[src/rtl/addsub_pkg.sv]
package addsub_pkg;

  typedef enum logic {
    OP_ADD = 1'b0,
    OP_SUB = 1'b1
  } op_mode_e;

  typedef struct packed {
    logic carry;
    logic borrow;
    logic uovf;
    logic sovf;
    logic neg;
    logic zero;
  } status_t;

  localparam status_t STATUS_CLEAR = '{default: 1'b0};

endpackage

[src/rtl/addsub_operand_prep.sv]
module addsub_operand_prep #(
  parameter int WIDTH = 8
) (
  input  logic [WIDTH-1:0] b_in,
  input  logic             sub_mode,
  output logic [WIDTH-1:0] b_eff,
  output logic             cin
);
  import addsub_pkg::*;

  op_mode_e mode;

  always_comb begin
    mode = op_mode_e'(sub_mode);
  end

  // Conditional inversion: one XOR per bit selects B or ~B.
  for (genvar i = 0; i < WIDTH; i++) begin : g_inv
    assign b_eff[i] = b_in[i] ^ (mode == OP_SUB);
  end

  // The +1 of the two's complement enters as the carry-in.
  assign cin = (mode == OP_SUB);

endmodule

[src/rtl/addsub_core.sv]
module addsub_core #(
  parameter int WIDTH      = 8,
  parameter bit USE_RIPPLE = 1'b1
) (
  input  logic [WIDTH-1:0] a_in,
  input  logic [WIDTH-1:0] b_in,
  input  logic             cin,
  output logic [WIDTH-1:0] sum,
  output logic             c_into_msb,
  output logic             c_out
);
  localparam int MSB = WIDTH - 1;

  if (USE_RIPPLE) begin : g_ripple
    logic [WIDTH:0] chain;
    assign chain[0] = cin;
    for (genvar i = 0; i < WIDTH; i++) begin : g_bit
      logic p, g;
      assign p          = a_in[i] ^ b_in[i];
      assign g          = a_in[i] & b_in[i];
      assign sum[i]     = p ^ chain[i];
      assign chain[i+1] = g | (p & chain[i]);
    end
    assign c_into_msb = chain[MSB];
    assign c_out      = chain[WIDTH];
  end else begin : g_vector
    logic [WIDTH:0] wide;
    always_comb begin
      wide = {1'b0, a_in} + {1'b0, b_in} + {{WIDTH{1'b0}}, cin};
    end
    assign sum        = wide[MSB:0];
    assign c_out      = wide[WIDTH];
    // The carry into the top bit is recovered from that bit's sum.
    assign c_into_msb = wide[MSB] ^ a_in[MSB] ^ b_in[MSB];
  end

endmodule

[src/rtl/addsub_flag_gen.sv]
module addsub_flag_gen #(
  parameter int WIDTH = 8
) (
  input  logic [WIDTH-1:0]      sum,
  input  logic                  c_into_msb,
  input  logic                  c_out,
  input  logic                  sub_mode,
  output addsub_pkg::status_t   status
);
  import addsub_pkg::*;

  localparam int MSB = WIDTH - 1;

  always_comb begin
    status        = STATUS_CLEAR;
    status.carry  = c_out;
    // In subtract mode the carry out means "no borrow".
    status.borrow = sub_mode & ~c_out;
    // One flag for both modes: add overflows on carry,
    // subtract underflows on no carry.
    status.uovf   = c_out ^ sub_mode;
    status.sovf   = c_into_msb ^ c_out;
    status.neg    = sum[MSB];
    status.zero   = ~|sum;
  end

endmodule

[src/rtl/addsub_flags_unit.sv]
module addsub_flags_unit #(
  parameter int WIDTH      = 8,
  parameter bit USE_RIPPLE = 1'b1
) (
  input  logic             clk,
  input  logic             rst,
  input  logic [WIDTH-1:0] op_a,
  input  logic [WIDTH-1:0] op_b,
  input  logic             sub_mode,
  output logic [WIDTH-1:0] sum_q,
  output logic             carry_q,
  output logic             borrow_q,
  output logic             uovf_q,
  output logic             sovf_q,
  output logic             neg_q,
  output logic             zero_q
);
  import addsub_pkg::*;

  logic [WIDTH-1:0] b_eff;
  logic             cin;
  logic [WIDTH-1:0] sum_d;
  logic             c_into_msb;
  logic             c_out;
  status_t          status_d;
  status_t          status_r;

  addsub_operand_prep #(.WIDTH(WIDTH)) prep_i (
    .b_in     (op_b),
    .sub_mode (sub_mode),
    .b_eff    (b_eff),
    .cin      (cin)
  );

  addsub_core #(.WIDTH(WIDTH), .USE_RIPPLE(USE_RIPPLE)) core_i (
    .a_in       (op_a),
    .b_in       (b_eff),
    .cin        (cin),
    .sum        (sum_d),
    .c_into_msb (c_into_msb),
    .c_out      (c_out)
  );

  addsub_flag_gen #(.WIDTH(WIDTH)) flags_i (
    .sum        (sum_d),
    .c_into_msb (c_into_msb),
    .c_out      (c_out),
    .sub_mode   (sub_mode),
    .status     (status_d)
  );

  always_ff @(posedge clk) begin
    if (rst) begin
      sum_q    <= '0;
      status_r <= STATUS_CLEAR;
    end else begin
      sum_q    <= sum_d;
      status_r <= status_d;
    end
  end

  assign carry_q  = status_r.carry;
  assign borrow_q = status_r.borrow;
  assign uovf_q   = status_r.uovf;
  assign sovf_q   = status_r.sovf;
  assign neg_q    = status_r.neg;
  assign zero_q   = status_r.zero;

endmodule

[config.mk]
export PLATFORM = sky130hd
export DESIGN_NAME = addsub_flags_unit
export DESIGN_NICKNAME = d
export VERILOG_FILES = /design/src/rtl/addsub_pkg.sv /design/src/rtl/addsub_operand_prep.sv /design/src/rtl/addsub_core.sv /design/src/rtl/addsub_flag_gen.sv /design/src/rtl/addsub_flags_unit.sv
export SDC_FILE = /design/constraint.sdc
export NUM_CORES = 1
export LEC_CHECK = 0
export BUFFER_PORTS_ARGS = -buffer_cell sky130_fd_sc_hd__buf_2
export CAP_MARGIN = 40
export CORE_UTILIZATION = 38
export CTS_CLUSTER_DIAMETER = 40
export DETAILED_ROUTE_END_ITERATION = 12
export HOLD_SLACK_MARGIN = 0.1
export PLACE_DENSITY_LB_ADDON = 0.08
export REMOVE_ABC_BUFFERS = 1
export SETUP_SLACK_MARGIN = 0.1
export SLEW_MARGIN = 0
export SYNTH_ARGS = -nofsm -noshare
export SYNTH_HDL_FRONTEND = slang
export SYNTH_SLANG_ARGS = --single-unit
[constraint.sdc]
create_clock -name clk -period 3.8 [get_ports clk]
set_input_delay 0.19 -clock clk [delete_from_list [all_inputs] [get_ports clk]]
set_output_delay 0.19 -clock clk [all_outputs]
set_load 0.005 [all_outputs]
### After elaboration in Yosys (flattened, before gate mapping)

Cells that the tools add are included.

| storage, ports and cells | value |
|---|---|
| bits in registers | 14 |
| output and inout bits | 14 |

| operators by class | value |
|---|---|
| reductions and logical operators | 2 |
| bitwise operators | 52 |

Operators by type and width:

| cell | number |
|---|---|
| $xor 1x1->1 | 26 |
| $and 1x1->1 | 17 |
| $or 1x1->1 | 8 |
| $reduce_or 8->1 | 1 |
| $logic_not 1->1 | 1 |
| $not 1->1 | 1 |

### Longest topological paths before layout

| logic depth | value |
|---|---|
| depth after elaboration | 20 |
| gate-level depth with buffers | 11 |

### Cells and area by module

A second synthesis with hierarchy kept.

| second synthesis, totals | value |
|---|---|
| cells, all modules | 66 |
| area total of the unflattened synthesis | 757.0 µm² |

Modules (own cells, without submodules):

| module | cells an instance | times used | area an instance (µm²) |
|---|---|---|---|
| addsub_flags_unit | 29 | 1 | 407.9 |
| addsub_core | 18 | 1 | 197.7 |
| addsub_operand_prep | 10 | 1 | 88.8 |
| addsub_flag_gen | 9 | 1 | 62.6 |

### Worst setup path before layout

No wires, ideal clock.

| path | value |
|---|---|
| path type | input -> register |
| from | in sub_mode |
| to | reg status_r, in the netlist zero_q |
| buffers on the path | 1 |
| data arrival time | 3.543 ns |
| slack | 0.141 ns |
| cell stages on the path | 11 |
| library setup time | 0.116 ns |
| data required time | 3.684 ns |
| path through | buf_6 xnor2_1 fa_1 fa_1 fa_1 fa_1 fa_1 fa_1 fa_1 and4_1 and3_1 |

| on the way | value |
|---|---|
| longest elaborated chain between the ends | 19 |
| elaborated cells between the ends (all ways) | 47 |

RTL lines:

| item | RTL line | text |
|---|---|---|
| start: declaration | addsub_flags_unit.sv:9 | `input logic sub_mode,` |
| $xor 1x1->1 | addsub_operand_prep.sv:19 | `assign b_eff[i] = b_in[i] ^ (mode == OP_SUB);` |
| $xor 1x1->1 | addsub_core.sv:19 | `assign p = a_in[i] ^ b_in[i];` |
| $and 1x1->1 | addsub_core.sv:22 | `assign chain[i+1] = g \| (p & chain[i]);` |
| $or 1x1->1 | addsub_core.sv:22 |  |
| $and 1x1->1 | addsub_core.sv:22 |  |
| $or 1x1->1 | addsub_core.sv:22 |  |
| $and 1x1->1 | addsub_core.sv:22 |  |
| $or 1x1->1 | addsub_core.sv:22 |  |
| [... 3 more ...] | -- |  |
| $or 1x1->1 | addsub_core.sv:22 |  |
| $and 1x1->1 | addsub_core.sv:22 |  |
| $or 1x1->1 | addsub_core.sv:22 |  |
| $and 1x1->1 | addsub_core.sv:22 |  |
| $or 1x1->1 | addsub_core.sv:22 |  |
| $xor 1x1->1 | addsub_core.sv:21 | `assign sum[i] = p ^ chain[i];` |
| $reduce_or 8->1 (*) | addsub_flag_gen.sv:24 | `status.zero = ~\|sum;` |
| $logic_not 1->1 (*) | addsub_flag_gen.sv:24 |  |
| end signal: assignment | addsub_flags_unit.sv:58 | `status_r <= status_d;` |
| end: declaration | addsub_flags_unit.sv:26 | `status_t status_r;` |

Every way passes the cells marked *; elsewhere a longest branch is shown, timed or not.
A chain may end at the register's enable or synchronous reset.

### Worst setup path after layout

Same ends and word-level chain as after synthesis.

==> run_results.csv <==
group,metric,value,unit
pwr,comb_power_share,28.9,%
sta,layout_worst_path_cycle_share,91.6,%
finish,antenna_cells,0,
worst_hold_path,hold_path.startpoint,"op_a[0]",
yosys,ys_types,15,
finish,finalNetCount,118,
worst_hold_path,min-delay-path-class,"in2reg",
drt,drc_errors,0,
finish,most-common-layout-cells,"buf_2, dfxtp_1, nor2_1",
grt,grt_remaining_overflow,0,
place,hpwlAfterDp,816,um
cts,htree_levels,1,
pwr,power.clock.fraction,24.0,%
yosys,synth_top_family_by_area,"adder cells",
finish,area.growth.synth_to_final,30.5,%
sta,worst_slew_margin_relative_to_its_limit,85.7,%
cts,cts_tree,"built",
sta,final_hold_viol_count,0,
floorplanning,fp.dieW,42.5,um
pwr,internal_power,0.247,mW
cts,ctsResizeCount,0,
yosys,postSynth.topFlopCell,"dfxtp_1",
drt,final_antenna_net_count,0,
place,postPlaceCellArea,788,um2
critical_path,crit_path_end_kind,"register",
cts,cts.repair_timing.setup_buffer_count,0,
yosys,synth-compound-area-share,1.40,%
floorplanning,pin_count,33,
cts,holdBufCountCts,0,
pwr,leakagePower,0.422,nW
yosys,mappedNetlistArea,624,um2
cts,numCtsBuffers,3,
drt,via_per_instance_ratio,4.21,
grt,grt_pass1_vias,381,
grt,grt_antenna_before_repair,0,
finish,final_layout_size_suffix_gt1_share,40.7,%
pwr,powerDensity,413,mW/mm2
floorplanning,die-area,0.00181,mm2
cts,cell_at_the_root_of_the_clock_tree,"clkbuf_4",
job,max_cap_violations,0,
critical_path,startpoint_of_the_most_critical_setup_path,"sub_mode",
yosys,post_synth_fa_ha_maj_area_fraction,22.4,%
yosys,seq_area_frac_synth,41.7,%
floorplanning,placementRows,14,
yosys,synth.avg_cell_area,11.0,um2
sta,fmax,287,MHz
yosys,postSynthCellCount,57,
yosys,ys_top_cells_by_area,"dfxtp_1, fa_1, xnor2_1, nor2_1, inv_1",
yosys,post_synthesis_share_of_cell_area_spent_on_and_or_nand_and_nor_gates,12.2,%
pwr,max-vdd-ir-drop,122,uV
place,port_buffers,32,
yosys,synth_top_area_share,41.7,%
sta,grt_setup_unrepaired,"false",
yosys,yosys_warnings,0,
critical_path,crit_type,"in2reg",
floorplanning,core_area,0.00152,mm2
sta,worst_slew_pin_slew,0.214,ns
yosys,synth_largest_area_cell,"dfxtp_1",
drt,vias,450,
floorplanning,start_util,41.0,%
status,run_status,"complete, no violations",
cts,clk_pin_slew,0.07,ns
floorplanning,die-height,42.5,um
yosys,synth-edff-count,0,
drt,routed_wl,899,um
cts,clock_path_buffers,2,
cts,cts_sinks,13,
sta,maxSlewViolCount,0,
sta,tns,0,ns
critical_path,timing.critical_path.fanout_max,3,
yosys,postSynth.asyncResetShare,0,%
drt,detailedRoute.firstPassIterationCount,2,
pwr,total_switching_power,0.0896,mW
drt,drt_iter0_drc,3,
finish,mostFrequentLayoutCell,"buf_2",
grt,maximum_number_of_pins_on_one_net_before_global_route_repair,14,
place,place.gp.congestion,0.642,
finish,final_design_area_no_fill,815,um2
drt,route.detailed.wl_per_inst,8.40,um
critical_path,kind_of_start_point_of_the_critical_path,"input port",
grt,grt_first_pass_wirelength,1.48,mm
sta,post-route-min-period,3.48,ns
grt,groute.usage.overall,11.5,%
sta,total_of_endpoints_with_negative_setup_slack_in_the_final_report,0,
yosys,ys_seq_elements,13,
pwr,power.share.switching,26.7,%
yosys,post_synthesis_mux_area_share,1.60,%
pwr,power,0.336,mW
critical_path,timing.critical_path.arrival,3.64,ns
yosys,synthXorXnorAreaFrac,12.6,%
pwr,power.sequential.fraction,47.1,%
critical_path,critical_path_required,3.96,ns
sta,holdWs,0.204,ns
layout make-up:
| cell class | instances | area, um2 |
|---|---|---|
| sequential | 13 | 260 |
| timing repair buffer | 33 | 168 |
| tap | 16 | 20.0 |
| fill | 156 | 709 |
| clock buffer | 4 | 26.3 |
| inverter | 7 | 26.3 |
| multi-input combinational | 34 | 314 |
state kept, by name, indices dropped and copies added, names as in the netlist:
name and count:
borrow_q 1, carry_q 1, sovf_q 1, sum_q 8, uovf_q 1, zero_q 1
layer usage:
metal  wire length (um)  track usage [%]  share of wire (%)
met5                  0                0                  0
met3                 75             3.02                8.3
met4                 26             11.3                2.9
met2                383             15.7                 43
met1                413             14.2                 46
cell usage after synthesis (7+ instances only):
cell type	n
dfxtp_1	13
nor2_1	11
xnor2_1	9
fa_1	7
inv_1	7
metrics by stage:
stage                     utilization [%]  instances  worst slack [ns]
after detailed placement             51.7        103            0.0449
after global routing                 53.4        107             0.214
after floorplan                         -         54             0.280
after CTS                            53.4        107             0.325
after global placement               51.7        103            0.0673
final                                53.4        107             0.319
kinds of logic (layout without fill, tap and decap cells):
group / after synthesis / after routing
AO/OA/AOI/OAI: 1 / 1
XOR/XNOR: 9 / 9
adder cells (fa/ha/maj): 7 / 7
buffers and inverters: 10 / 44
flip-flops: 13 / 13
multiplexers: 1 / 1
AND/OR/NAND/NOR: 16 / 16
path summary, 6_finish.rpt:
kind	cells past startpoint	endpoint
max	11	zero_q
min	3	sum_q[0]
critical path: stages:
cell     delay, ns
buf_2         0.12
xnor2_1       0.14
fa_1          0.41
fa_1          0.39
fa_1          0.39
fa_1          0.40
fa_1          0.39
fa_1          0.43
fa_1          0.47
and4_1        0.16
and3_1        0.18
power by group through the flow:
stage	Combinational [mW]	Clock [mW]	Sequential, mW
after floorplan	0.0514	0	0.166
after global placement	0.0989	0	0.162
after detailed placement	0.0990	0	0.162
after CTS	0.0991	0.0835	0.159
after global routing	0.112	0.0908	0.160
final	0.0971	0.0807	0.158
Power figures use the tool's default switching activity.
